--- config.mk ---
export PLATFORM = sky130hd
export DESIGN_NAME = spi_erase_engine
export DESIGN_NICKNAME = d
export VERILOG_FILES = /design/src/rtl/spi_erase_pkg.sv /design/src/rtl/sfe_spi_front.sv /design/src/rtl/sfe_protect.sv /design/src/rtl/sfe_erase_ctrl.sv /design/src/rtl/spi_erase_engine.sv
export SDC_FILE = /design/constraint.sdc
export NUM_CORES = 1
export LEC_CHECK = 0
export ABC_AREA = 1
export BUFFER_PORTS_ARGS = -buffer_cell sky130_fd_sc_hd__buf_2
export CORE_MARGIN = 2
export CORE_UTILIZATION = 30
export DETAILED_ROUTE_END_ITERATION = 8
export RECOVER_POWER = 100
export SYNTH_ARGS = -nofsm -noshare
export SYNTH_HDL_FRONTEND = slang
export SYNTH_HIERARCHICAL = 1
export SYNTH_SLANG_ARGS = --single-unit
--- constraint.sdc ---
create_clock -name clk -period 2.5 [get_ports clk]
set_input_delay 0.125 -clock clk [delete_from_list [all_inputs] [get_ports clk]]
set_output_delay 0.125 -clock clk [all_outputs]
set_load 0.01 [all_outputs]
--- src/rtl/spi_erase_pkg.sv ---
package spi_erase_pkg;
  localparam logic [7:0] OP_WREN  = 8'h06;
  localparam logic [7:0] OP_RDSR  = 8'h05;
  localparam logic [7:0] OP_BLK32 = 8'h52;
  localparam logic [7:0] OP_BLK64 = 8'hD8;
  localparam logic [7:0] OP_CHIPA = 8'h60;
  localparam logic [7:0] OP_CHIPB = 8'hC7;

  typedef enum logic [1:0] {
    KIND_NONE  = 2'd0,
    KIND_BLK32 = 2'd1,
    KIND_BLK64 = 2'd2,
    KIND_CHIP  = 2'd3
  } erase_kind_e;
endpackage

--- src/rtl/sfe_spi_front.sv ---
module sfe_spi_front
  import spi_erase_pkg::*;
#(
  parameter int FRAME_W = 32,
  parameter int CNT_W   = 6
) (
  input  logic               clk,
  input  logic               rst_n,
  input  logic               sclk,
  input  logic               cs_n,
  input  logic               mosi,
  input  logic [7:0]         stat,
  output logic               miso,
  output logic               frame_end,
  output logic [CNT_W-1:0]   nbits,
  output logic [FRAME_W-1:0] frame
);
  logic [1:0] s_sclk, s_cs, s_mosi;
  logic sclk_d, cs_d;
  logic rise, fall, cs_rise, active;
  logic [CNT_W-1:0] cnt;
  logic [FRAME_W-1:0] sr;
  logic [FRAME_W-1:0] sr_next;
  logic rd_on;
  logic [2:0] rd_cnt;
  logic [7:0] sh;

  assign rise    = s_sclk[1] & ~sclk_d;
  assign fall    = ~s_sclk[1] & sclk_d;
  assign cs_rise = s_cs[1] & ~cs_d;
  assign active  = ~s_cs[1];
  assign sr_next = {sr[FRAME_W-2:0], s_mosi[1]};

  always_ff @(posedge clk or negedge rst_n) begin
    if (!rst_n) begin
      s_sclk <= '0; s_cs <= 2'b11; s_mosi <= '0;
      sclk_d <= 1'b0; cs_d <= 1'b1;
    end else begin
      s_sclk <= {s_sclk[0], sclk};
      s_cs   <= {s_cs[0], cs_n};
      s_mosi <= {s_mosi[0], mosi};
      sclk_d <= s_sclk[1];
      cs_d   <= s_cs[1];
    end
  end

  always_ff @(posedge clk or negedge rst_n) begin
    if (!rst_n) begin
      cnt <= '0; sr <= '0; frame_end <= 1'b0; nbits <= '0; frame <= '0;
      rd_on <= 1'b0; rd_cnt <= '0; sh <= '0; miso <= 1'b0;
    end else begin
      frame_end <= cs_rise;
      if (cs_rise) begin
        nbits <= cnt;
        frame <= sr;
      end
      if (!active) begin
        cnt <= '0; rd_on <= 1'b0; rd_cnt <= '0; miso <= 1'b0;
      end else begin
        if (rise) begin
          sr <= sr_next;
          if (cnt != '1) cnt <= cnt + 1'b1;
          if (cnt == CNT_W'(7) && sr_next[7:0] == OP_RDSR) rd_on <= 1'b1;
        end
        if (fall && rd_on) begin
          if (rd_cnt == 3'd0) begin
            miso <= stat[7];
            sh   <= {stat[6:0], 1'b0};
          end else begin
            miso <= sh[7];
            sh   <= {sh[6:0], 1'b0};
          end
          rd_cnt <= rd_cnt + 3'd1;
        end
      end
    end
  end

  // output data only moves after a falling SCLK or when the bus goes idle
  assert_miso_on_fall_R7: assert property (@(posedge clk) disable iff (!rst_n)
    !$stable(miso) |-> ($past(fall) || !$past(active)));
  // a frame end always follows a chip select release
  assert_frame_end_on_cs_R3: assert property (@(posedge clk) disable iff (!rst_n)
    frame_end |-> $past(cs_rise));
endmodule

--- src/rtl/sfe_protect.sv ---
module sfe_protect #(
  parameter int ADDR_W = 19
) (
  input  logic [3:0]         bp,
  input  logic [ADDR_W-1:0]  addr,
  output logic               locked
);
  localparam int BLK_W = ADDR_W - 16;
  localparam int NBLK  = 1 << BLK_W;

  logic [BLK_W-1:0] blk;
  assign blk = addr[ADDR_W-1:16];

  always_comb begin
    if (bp == 4'd0)
      locked = 1'b0;
    else if (int'(bp) - 1 >= BLK_W)
      locked = 1'b1;
    else
      locked = (int'(blk) >= NBLK - (1 << (int'(bp) - 1)));
  end
endmodule

--- src/rtl/sfe_erase_ctrl.sv ---
module sfe_erase_ctrl
  import spi_erase_pkg::*;
#(
  parameter int         ADDR_W   = 19,
  parameter int         FRAME_W  = 32,
  parameter int         CNT_W    = 6,
  parameter int         T_B32    = 600,
  parameter int         T_B64    = 800,
  parameter int         T_CHIP   = 1000,
  parameter logic [3:0] RESET_BP = 4'd0
) (
  input  logic               clk,
  input  logic               rst_n,
  input  logic               frame_end,
  input  logic [CNT_W-1:0]   nbits,
  input  logic [FRAME_W-1:0] frame,
  output logic [7:0]         stat,
  output logic               erase_req,
  output logic [ADDR_W-1:0]  erase_base,
  output logic [ADDR_W:0]    erase_len
);
  localparam int LEN_W = ADDR_W + 1;
  localparam int T_MAX = (T_B32 > T_B64) ? ((T_B32 > T_CHIP) ? T_B32 : T_CHIP)
                                         : ((T_B64 > T_CHIP) ? T_B64 : T_CHIP);
  localparam int TW = $clog2(T_MAX + 1);

  logic wip, wel;
  logic [3:0] bp;
  logic [TW-1:0] tmr;
  logic is8, is32, locked;
  logic [7:0] op8, op32;
  logic [ADDR_W-1:0] addr;
  erase_kind_e kind;
  logic go;
  logic [TW-1:0] dur;
  logic [ADDR_W-1:0] base_n;
  logic [LEN_W-1:0] len_n;

  assign bp   = RESET_BP;
  assign stat = {2'b00, bp, wel, wip};
  assign is8  = (nbits == CNT_W'(8));
  assign is32 = (nbits == CNT_W'(32));
  assign op8  = frame[7:0];
  assign op32 = frame[31:24];
  assign addr = frame[ADDR_W-1:0];

  sfe_protect #(.ADDR_W(ADDR_W)) u_prot (.bp(bp), .addr(addr), .locked(locked));

  always_comb begin
    kind = KIND_NONE;
    if (is32 && op32 == OP_BLK32) kind = KIND_BLK32;
    else if (is32 && op32 == OP_BLK64) kind = KIND_BLK64;
    else if (is8 && (op8 == OP_CHIPA || op8 == OP_CHIPB)) kind = KIND_CHIP;
    unique case (kind)
      KIND_BLK32: begin
        go = wel && !locked; dur = TW'(T_B32 - 1);
        base_n = addr & ~ADDR_W'(32'h7FFF); len_n = LEN_W'(32'h8000);
      end
      KIND_BLK64: begin
        go = wel && !locked; dur = TW'(T_B64 - 1);
        base_n = addr & ~ADDR_W'(32'hFFFF); len_n = LEN_W'(32'h10000);
      end
      KIND_CHIP: begin
        go = wel && (bp[2:0] == 3'd0); dur = TW'(T_CHIP - 1);
        base_n = '0; len_n = LEN_W'(1) << ADDR_W;
      end
      default: begin
        go = 1'b0; dur = '0; base_n = '0; len_n = '0;
      end
    endcase
  end

  always_ff @(posedge clk or negedge rst_n) begin
    if (!rst_n) begin
      wip <= 1'b0; wel <= 1'b0; tmr <= '0;
      erase_req <= 1'b0; erase_base <= '0; erase_len <= '0;
    end else begin
      erase_req <= 1'b0;
      if (wip) begin
        if (tmr == '0) begin
          wip <= 1'b0;
          wel <= 1'b0;
        end else begin
          tmr <= tmr - 1'b1;
        end
      end else if (frame_end) begin
        if (is8 && op8 == OP_WREN) begin
          wel <= 1'b1;
        end else if (go) begin
          wip        <= 1'b1;
          tmr        <= dur;
          erase_req  <= 1'b1;
          erase_base <= base_n;
          erase_len  <= len_n;
        end
      end
    end
  end

  // a request opens a fresh busy period
  assert_req_starts_busy_R4: assert property (@(posedge clk) disable iff (!rst_n)
    erase_req |-> (wip && !$past(wip)));
  // the base is aligned to the length
  assert_base_aligned_R4: assert property (@(posedge clk) disable iff (!rst_n)
    erase_req |-> ((erase_base & ADDR_W'(erase_len - 1'b1)) == '0));
  // the end of busy leaves the latch clear
  assert_done_clears_wel_R5: assert property (@(posedge clk) disable iff (!rst_n)
    $fell(wip) |-> !wel);
  // a request needs the latch set in the cycle before
  assert_req_needs_wel_R2: assert property (@(posedge clk) disable iff (!rst_n)
    erase_req |-> $past(wel));
  // the request outputs hold still during busy
  assert_busy_holds_R6: assert property (@(posedge clk) disable iff (!rst_n)
    (wip && $past(wip)) |-> ($stable(erase_base) && $stable(erase_len)));
  // chip-sized requests only with low protect bits clear
  assert_chip_unprotected_R9: assert property (@(posedge clk) disable iff (!rst_n)
    (erase_req && erase_len == (LEN_W'(1) << ADDR_W)) |-> (bp[2:0] == 3'd0));
endmodule

--- src/rtl/spi_erase_engine.sv ---
module spi_erase_engine #(
  parameter int         ADDR_W   = 19,
  parameter int         T_B32    = 600,
  parameter int         T_B64    = 800,
  parameter int         T_CHIP   = 1000,
  parameter logic [3:0] RESET_BP = 4'd0
) (
  input  logic              clk,
  input  logic              rst_n,
  input  logic              sclk,
  input  logic              cs_n,
  input  logic              mosi,
  output logic              miso,
  output logic              erase_req,
  output logic [ADDR_W-1:0] erase_base,
  output logic [ADDR_W:0]   erase_len
);
  localparam int FRAME_W = 32;
  localparam int CNT_W   = 6;

  logic [7:0] stat;
  logic frame_end;
  logic [CNT_W-1:0] nbits;
  logic [FRAME_W-1:0] frame;

  sfe_spi_front #(.FRAME_W(FRAME_W), .CNT_W(CNT_W)) u_front (
    .clk(clk), .rst_n(rst_n), .sclk(sclk), .cs_n(cs_n), .mosi(mosi),
    .stat(stat), .miso(miso), .frame_end(frame_end), .nbits(nbits), .frame(frame)
  );

  sfe_erase_ctrl #(
    .ADDR_W(ADDR_W), .FRAME_W(FRAME_W), .CNT_W(CNT_W),
    .T_B32(T_B32), .T_B64(T_B64), .T_CHIP(T_CHIP), .RESET_BP(RESET_BP)
  ) u_ctrl (
    .clk(clk), .rst_n(rst_n), .frame_end(frame_end), .nbits(nbits), .frame(frame),
    .stat(stat), .erase_req(erase_req), .erase_base(erase_base), .erase_len(erase_len)
  );
endmodule

==> key figures, run 1 <==
Finish
  – Antenna diode count: 0
  – Layout Cells excl Fill: 986
  – Nets: 743
  – Fill cells: 1981
  – Area grow syn2layout: 8.784%
  – Share of cells above drive strength 1: 0.1501
  – Final instance area: 0.006291 sq mm

Worst hold path
  – Hold Crit Depth: 0
  – Worst Hold Class: flip-flop to flip-flop

Setup path
  – Critical Path RT: 2.74 ns
  – Register-to-Register Path Depth: 16
  – Worst reg-to-reg setup slack: 0.20 ns
  – CP bufs+invs: 4
  – Top delay family on crit path: simple AND/OR/NAND/NOR gates
  – Worst path slowest cell: dfrtp_1
  – Worst Path Max Fanout: 7
  – Critical path class: flip-flop to flip-flop
  – Critical path depth: 16
  – CP Capture Type: flip-flop
  – Crit-path cells: inv_2, nand4_1, o21ai_0, nand4_1, nand2_1, inv_1, ha_4, inv_2, nor2_1, nor2_1, nor2_4, nand3_4, nand2_8, clkinvlp_4, nand2_1, nand2_1
  – Arr. time, crit path: 2.54 ns
  – Top cell by count, worst path: nand2_1
  – CP peak stage delay: 0.41 ns
  – Critical path launch point type: flip-flop

Floorplanning
  – Initial core utilization: 0.3071
  – I/O pins: 46
  – Site Rows: 50
  – Die area: 0.02040 sq mm
  – Core Footprint: 0.01883 sq mm
  – Die H: 142.8 um
  – DIE WIDTH: 142.8 um

Placement
  – DPL Wire Length: 6.906 mm
  – Placed insts: 959
  – Placed inst area: 0.005977 sq mm
  – Number of port buffers: 13
  – GP Congestion: 0.7871

Detailed routing
  – DR pass1 iterations: 4
  – Final wirelength: 9.966 mm
  – ANT nets after route: 0
  – Via density: 4.054
  – DRT iter0 DRCs: 203
  – Drc violations: 0
  – WL/cell: 10.11 um
  – Vias: 3997

CTS
  – Worst skew pair latency: 0.35 ns
  – CTS tree: built
  – Clock Pin Slew Worst Setup and Hold Paths: 0.07 ns
  – Clock Path Buffers: 2
  – Total CTS buffers: 9
  – Root Buffer: clkbuf_16
  – H-tree levels: 3
  – Clock sink total: 105

Power and ir drop
  – Final Power: 3.898 mW
  – Worst IR Drop VDD: 0.3329 mV
  – Leak: 3.027 nW
  – Power Density: 619.7 mW/mm^2

STA
  – Fin crit share: 0.9214
  – Unrepaired setup endpoints after global routing: false
  – Final hold vios: 0
  – Final Max Tran Viols: 0
  – Post-Route Skew: 0.009384 ns
  – Worst-margin pin slew: 1.097 ns
  – Final setup viols: 0
  – Tmin final: 2.303 ns
  – Achievable Freq: 0.4341 GHz
  – Slew headroom: 0.2690
  – TNS Setup: 0 ns

Global routing
  – Global route overflow: 0
  – Largest net degree at the start of global routing: 63
  – Vias in the first global route: 3750
  – Total GRT Usage: 0.1049
  – Global-route wire length before repair: 17.36 mm
  – Initial antenna violation count: 0

Run
  – Max-Cap Viols: 0

Logic synthesis
  – Synth Cell Area: 0.005783 sq mm
  – Yosys warning total: 6
  – Synth Instances: 687
  – Syn avg cell area: 8.418 sq um

Status
  – Status: finished clean
-- layout make-up --
class                           count  area [sq um]  share of cell area
Multi-Input combinational cell    478          2424              0.3852
Sequential cell                   105          2633              0.4185
Clock buffer                       10         229.0             0.03640
Clock inverter                      5         103.9             0.01651
Timing Repair Buffer               33         210.2             0.03341
Tap cell                          260         325.3             0.05171
Inverter                           95         366.6             0.05827
-- worst paths after layout --
kind                                      to         startpoint
hold / removal             u_front/s_sclk[1]  u_front/s_sclk[0]
hold reg to reg            u_front/s_sclk[1]  u_front/s_sclk[0]
setup reg to reg               u_ctrl/tmr[4]   u_front/frame[2]
min in group asynchronous     u_front/cnt[4]              rst_n
max in group asynchronous   u_front/frame[5]              rst_n
setup / recovery               u_ctrl/tmr[4]   u_front/frame[2]
-- repair_timing --
action                                  4_1_cts  5_1_grt
endpoints found under the setup margin        0       18
gates resized for setup                       0       11
endpoints found under the hold margin        46        0
setup buffers                                 0        8
hold buffers                                  4        0
-- layer usage --
metal	GRT usage	up-vias	routed length [um]
li1	-	2133	-
met1	0.1396	1793	5085
met2	0.1655	59	4402
met3	0.03152	12	351
met4	0.03022	0	126
met5	0	-	0
-- registers in the layout (all words and copies together), names as in the netlist, 2 cells and up --
register           count
u_front/frame         20
u_front/s_cs           2
u_front/cnt            6
u_ctrl/tmr            10
u_front/s_sclk         2
u_front/nbits          6
u_ctrl/erase_len       3
u_front/rd_cnt         3
u_front/s_mosi         2
u_front/sh             7
u_front/sr            32
u_ctrl/erase_base      4
-- cell usage in the layout (no fill, tap or decap), types with 2 or more instances in the layout --
master and count:
o21ai_0 43, nand3_2 2, nand2_1 173, nand2_2 13, o21ai_1 8, nand3b_1 2, buf_2 2, clkbuf_4 2
dlygate4sd3_1 4, inv_6 2, nand2_4 2, nor3_1 8, conb_1 50, a21oi_1 20, nor2_2 5, dfstp_2 2
ha_1 15, inv_2 10, buf_4 13, inv_1 82, nand4_1 12, nor2_4 3, clkbuf_16 9, dfrtp_1 101
nand3_1 29, clkbuf_1 11, clkbuf_2 2, bufinv_16 3, o21ai_2 31, nor2_1 53
-- power by group --
group          switching (mW)  internal (mW)
clock network           0.618          0.976
logic                   0.281          0.143
registers              0.0752           1.81
total                   0.974           2.92
-- stage by stage --
step,setup slack [ns],hold slack [ns],utilization
after global routing,0.001229,0.3624,0.3341
after floorplan,0.2912,-0.1706,-
after CTS,0.03728,0.3356,0.3372
after global placement,0.1175,0.1759,0.3174
final,0.1966,0.3588,0.3341
after detailed placement,0.05245,0.1775,0.3174
-- worst reg2reg max path, delay by kind of cell (launching register included) --
kind	cells	cell delay [ns]
AO/OA/AOI/OAI	1	0.16
adder cells (fa/ha/maj)	1	0.29
flip-flops	1	0.41
AND/OR/NAND/NOR	10	1.00
buffers and inverters	4	0.35
Power figures use the tool's default switching activity.
==> run 2: changes to the inputs <==
Settings changed: REMOVE_ABC_BUFFERS from default to 1.
==> key figures, run 2 (synthesis gave the netlist of run 1 again) <==
Status
  – Status: finished clean

Setup path
  – Critical path class: flip-flop to flip-flop
  – Top cell by count, worst path: inv_1
  – Arr. time, crit path: 2.56 ns
  – Worst Path Max Fanout: 14
  – CP Capture Type: flip-flop
  – Crit-path cells: inv_1, nand4_1, o21ai_0, nand4_1, nand2_2, inv_1, ha_4, inv_2, nor2_1, nor2_2, nor2_4, nand3_4, nand2_8, inv_1, nand2_1, nand2_1
  – Critical Path RT: 2.73 ns
  – CP peak stage delay: 0.40 ns
  – Critical path launch point type: flip-flop
  – Worst path slowest cell: dfrtp_1

Finish
  – Biggest register: u_front/sr
  – Most frequent cells in the layout: 169 x nand2_1, 102 x dfrtp_1, 85 x inv_1
  – Post-layout util: 0.3320
  – Commonest non-fill, non-tap cell in the layout: nand2_1
  – Nets: 743
  – Antenna diode count: 0
  – Fill cells: 1965
  – Number of flip-flops in the largest register: 32
  – Area grow syn2layout: 8.113%
  – Share of cells above drive strength 1: 0.1444
  – Biggest regs: u_front/sr x32, u_front/frame x20, u_ctrl/tmr x10

STA
  – Fin crit share: 0.9309
  – Post-Route Skew: 0.007831 ns
  – Tmin final: 2.327 ns
  – Final Max Tran Viols: 0
  – Slew headroom: 0.2436
  – Final hold vios: 0
  – TNS Setup: 0 ns
  – Worst-margin pin slew: 1.135 ns
  – Final setup viols: 0
  – Achievable Freq: 0.4297 GHz

Global routing
  – Vias in the first global route: 3790
  – GRT met1 Usage: 0.1402
  – Initial antenna violation count: 0
  – Largest net degree at the start of global routing: 50
  – Global-route wire length before repair: 17.51 mm
  – Global route overflow: 0
  – Total GRT Usage: 0.1048
  – Global routing's busiest layer: met2
  – M2 GR Usage: 0.1700
  – GR Util met3: 0.01442

CTS
  – Worst skew pair latency: 0.35 ns
  – Clock Pin Slew Worst Setup and Hold Paths: 0.07 ns
  – Clock Path Buffers: 2
  – Root Buffer: clkbuf_16
  – Clock sink total: 105
  – Total CTS buffers: 9
  – CTS tree: built
  – H-tree levels: 3

Detailed routing
  – Via density: 4.126
  – WL/cell: 10.19 um
  – DRT iter0 DRCs: 158
  – Vias: 4072
  – ANT nets after route: 0
  – Drc violations: 0
  – Final wirelength: 10.06 mm
  – DR pass1 iterations: 4

Floorplanning
  – Die area: 0.02040 sq mm
  – Die H: 142.8 um
  – I/O pins: 46
  – Site Rows: 50
  – Core Footprint: 0.01883 sq mm
  – Initial core utilization: 0.3071
  – DIE WIDTH: 142.8 um

Power and ir drop
  – Leak: 3.009 nW
  – Worst IR Drop VDD: 0.2413 mV
  – Power Density: 606.7 mW/mm^2

Placement
  – GP Congestion: 0.8215
  – DPL Wire Length: 7.156 mm
  – Number of port buffers: 13

Worst hold path
  – Worst Hold Class: flip-flop to flip-flop

Run
  – Max-Cap Viols: 0
run 2: cell count changes in the layout (fill, tap and decap cells not counted), moves of 2 or more:
cell     previous run  this run
nand2_2            13        17
nand2_1           173       169
o21ai_0            43        48
o21ai_2            31        27
inv_2              10         8
inv_1              82        85
buf_4              13        11
nor2_2              5         7
run 2: final cells by class:
class | instances | area (sq um) | area share
sequential | 105 | 2631 | 0.4209
timing repair buffer | 33 | 201.4 | 0.03222
inverter | 95 | 362.8 | 0.05803
multi-input combinational | 478 | 2412 | 0.3858
tap | 260 | 325.3 | 0.05203
clock buffer | 10 | 229.0 | 0.03662
clock inverter | 6 | 90.09 | 0.01441
run 2: final timing paths:
path                       cells after the start               from  slack, ns                 to
hold / removal                                 0  u_front/s_mosi[0]       0.35  u_front/s_mosi[1]
setup / recovery                              16   u_front/frame[4]       0.17      u_ctrl/tmr[4]
hold reg to reg                                0  u_front/s_mosi[0]       0.35  u_front/s_mosi[1]
max in group asynchronous                      3              rst_n       0.71      u_ctrl/tmr[1]
setup reg to reg                              16   u_front/frame[4]       0.17      u_ctrl/tmr[4]
min in group asynchronous                      2              rst_n       0.53      u_front/sh[6]
run 2: where the power goes:
part / total [mW] / switching, mW / internal (mW)
registers: 1.89 / 0.0810 / 1.80
logic: 0.403 / 0.269 / 0.134
clock network: 1.50 / 0.623 / 0.881
run 2: routing by layer:
metal,up-vias,wire length (um),part of all wire
met5,-,0,0
met2,33,4772,0.47
met3,8,159,0.016
li1,2134,-,-
met1,1897,4995,0.50
met4,0,134,0.013
run 2: through the flow:
stage	cells	setup WS, ns	cell area [sq um]	total power [mW]	hold WS, ns
final	987	0.1728	6252	3.793	0.3475
after floorplan	678	0.1994	5499	2.235	-0.1706
after global routing	987	-0.01367	6252	3.997	0.3612
after detailed placement	959	0.03703	5977	2.354	0.1892
after CTS	979	0.02028	6336	3.895	0.3475
after global placement	959	0.1037	5977	2.344	0.1851
run 2: critical path: cells and delay by family (launching register included):
| kind | cells | cell delay, ns |
|---|---|---|
| buffers and inverters | 4 | 0.37 |
| adders and majority gates | 1 | 0.31 |
| DFF | 1 | 0.40 |
| and+or+nand+nor | 10 | 0.97 |
| AOI/OAI and AO/OA | 1 | 0.15 |
run 2: repair_timing:
item,in CTS,in global routing
gates resized for setup,0,6
setup buffers,0,8
hold buffers,4,0
setup endpoints to repair,0,18
endpoints found under the hold margin,43,0
==> run 3: changes to the inputs <==
Settings changed: CAP_MARGIN from default to 20, PLACE_DENSITY_LB_ADDON from default to 0.08.
==> key figures, run 3 (synthesis gave the netlist of run 1 again) <==
CTS
  – Root Buffer: clkbuf_16
  – Worst skew pair latency: 0.35 ns
  – H-tree levels: 3
  – Clock Path Buffers: 2
  – Total CTS buffers: 9
  – CTS tree: built
  – Clock sink total: 105
  – Clock Pin Slew Worst Setup and Hold Paths: 0.07 ns

Power and ir drop
  – Internal: 2.725 mW
  – P_sw: 1.010 mW
  – Final Power: 3.735 mW
  – Clock power share: 0.382
  – Worst IR Drop VDD: 0.3491 mV
  – Sequential power share: 0.505
  – Combinational fraction of design power: 0.113
  – Power Density: 596.4 mW/mm^2
  – Switching share of total power: 0.2704
  – Leak: 3.011 nW

Global routing
  – Vias in the first global route: 3918
  – Largest net degree at the start of global routing: 50
  – Global-route wire length before repair: 19.04 mm
  – Global route overflow: 0
  – Total GRT Usage: 0.1174
  – Initial antenna violation count: 0

Status
  – Status: finished clean

Detailed routing
  – Final wirelength: 11.02 mm
  – Drc violations: 0
  – WL/cell: 11.19 um
  – DRT iter0 DRCs: 215
  – Via density: 4.073
  – ANT nets after route: 0
  – Vias: 4012
  – DR pass1 iterations: 6

STA
  – Fin crit share: 0.9362
  – Post-Route Skew: 0.01010 ns
  – Worst-margin pin slew: 1.068 ns
  – Slew headroom: 0.2881
  – Final setup margin: 0.1596 ns
  – Tmin final: 2.340 ns
  – Final Max Tran Viols: 0
  – Final setup viols: 0
  – Achievable Freq: 0.4273 GHz
  – Final hold vios: 0

Setup path
  – Worst R2R End: u_ctrl/tmr[2]
  – CP Capture Type: flip-flop
  – CP peak stage delay: 0.43 ns
  – Critical Path RT: 2.79 ns
  – Critical path class: flip-flop to flip-flop
  – Worst Path Max Fanout: 8
  – Arr. time, crit path: 2.63 ns
  – Register-to-Register Path Depth: 16
  – Worst path slowest cell: dfrtp_1
  – Critical path launch point type: flip-flop
  – Crit path from: u_front/frame[2]
  – Worst reg-to-reg setup slack: 0.16 ns
  – Crit path to: u_ctrl/tmr[2]
  – RR Startpoint: u_front/frame[2]
  – Crit-path cells: inv_2, nand4_1, o21ai_1, nand4_1, nand2_1, inv_1, ha_4, inv_2, nor2_2, nor2_2, nor2_4, nand3_4, nand2_8, buf_6, nand2_1, o21ai_2

Worst hold path
  – Worst Hold Class: flip-flop to flip-flop

Floorplanning
  – Site Rows: 50
  – I/O pins: 46
  – Die H: 142.8 um
  – Initial core utilization: 0.3071
  – Die area: 0.02040 sq mm
  – Core Footprint: 0.01883 sq mm
  – DIE WIDTH: 142.8 um

Finish
  – Commonest non-fill, non-tap cell in the layout: nand2_1
  – Number of flip-flops in the largest register: 32
  – Antenna diode count: 0
  – Most frequent cells in the layout: 171 x nand2_1, 102 x dfrtp_1, 84 x inv_1
  – Final instance area: 0.006264 sq mm
  – Share of cells above drive strength 1: 0.1462
  – Area grow syn2layout: 8.308%
  – Nets: 742
  – Biggest regs: u_front/sr x32, u_front/frame x20, u_ctrl/tmr x10
  – Biggest register: u_front/sr

Placement
  – Number of port buffers: 13
  – DPL Wire Length: 7.772 mm
  – Post-Place Setup Slack: -0.009091 ns
  – Placed inst area: 0.005997 sq mm
  – GP Congestion: 0.7476

Run
  – Max-Cap Viols: 0
run 3: timing repair:
item,CTS,global route
gates resized for setup,2,11
setup buffers,0,6
hold buffers,4,0
endpoints found under the setup margin,1,17
pin swaps,0,4
endpoints found under the hold margin,41,0
run 3: stage by stage:
stage	hold slack, ns	instances	TNS (ns)	util
2_1_floorplan	-0.1706	678	0	-
3_3_place_gp	0.1624	960	0	0.3185
3_5_place_dp	0.1655	960	-0.009091	0.3185
4_1_cts	0.3213	979	0	0.3369
5_1_grt	0.3577	985	-0.005763	0.3326
6_report	0.3501	985	0	0.3326
run 3: layout make-up:
type / count / area (sq um)
clock inverter: 6 / 67.56
fill: 1991 / 12570
tap: 260 / 325.3
clock buffer: 9 / 225.2
inverter: 95 / 362.8
timing repair buffer: 32 / 236.5
sequential: 105 / 2631
multi-input combinational: 478 / 2415
run 3: critical path, delay by kind of cell (launching register included):
family	cells	cell delay, ns
and+or+nand+nor	9	0.95
DFF	1	0.43
buffers and inverters	4	0.37
adders and majority gates	1	0.29
AOI/OAI and AO/OA	2	0.22
run 3: power by group through the flow:
| stage | Sequential, mW | Clock (mW) | Combinational, mW |
|---|---|---|---|
| final | 1.89 | 1.43 | 0.422 |
| after global routing | 1.91 | 1.57 | 0.491 |
| after floorplan | 1.90 | 0 | 0.330 |
| after global placement | 1.92 | 0 | 0.426 |
| after detailed placement | 1.93 | 0 | 0.433 |
| after CTS | 1.89 | 1.50 | 0.439 |
run 3: how the worst min path moves through the flow:
stage / from / slack, ns / to / depth (start not counted)
4_1_cts: rst_n / 0.32 / u_front/sr[17] / 2
3_3_place_gp: rst_n / 0.16 / u_front/frame[18] / 1
3_5_place_dp: rst_n / 0.17 / u_front/frame[16] / 1
5_1_grt: u_front/s_mosi[0] / 0.36 / u_front/s_mosi[1] / 0
6_report: u_front/s_sclk[0] / 0.35 / u_front/s_sclk[1] / 0
2_1_floorplan: rst_n / -0.17 / u_ctrl/erase_base[15] / 0
run 3: per-layer routing:
layer  GRT usage  vias up  part of all wire
li1            -     2137                 -
met1      0.1581     1818              0.51
met2      0.1822       47              0.45
met3     0.03219       10             0.027
met4     0.04065        0             0.015
met5           0        -                 0
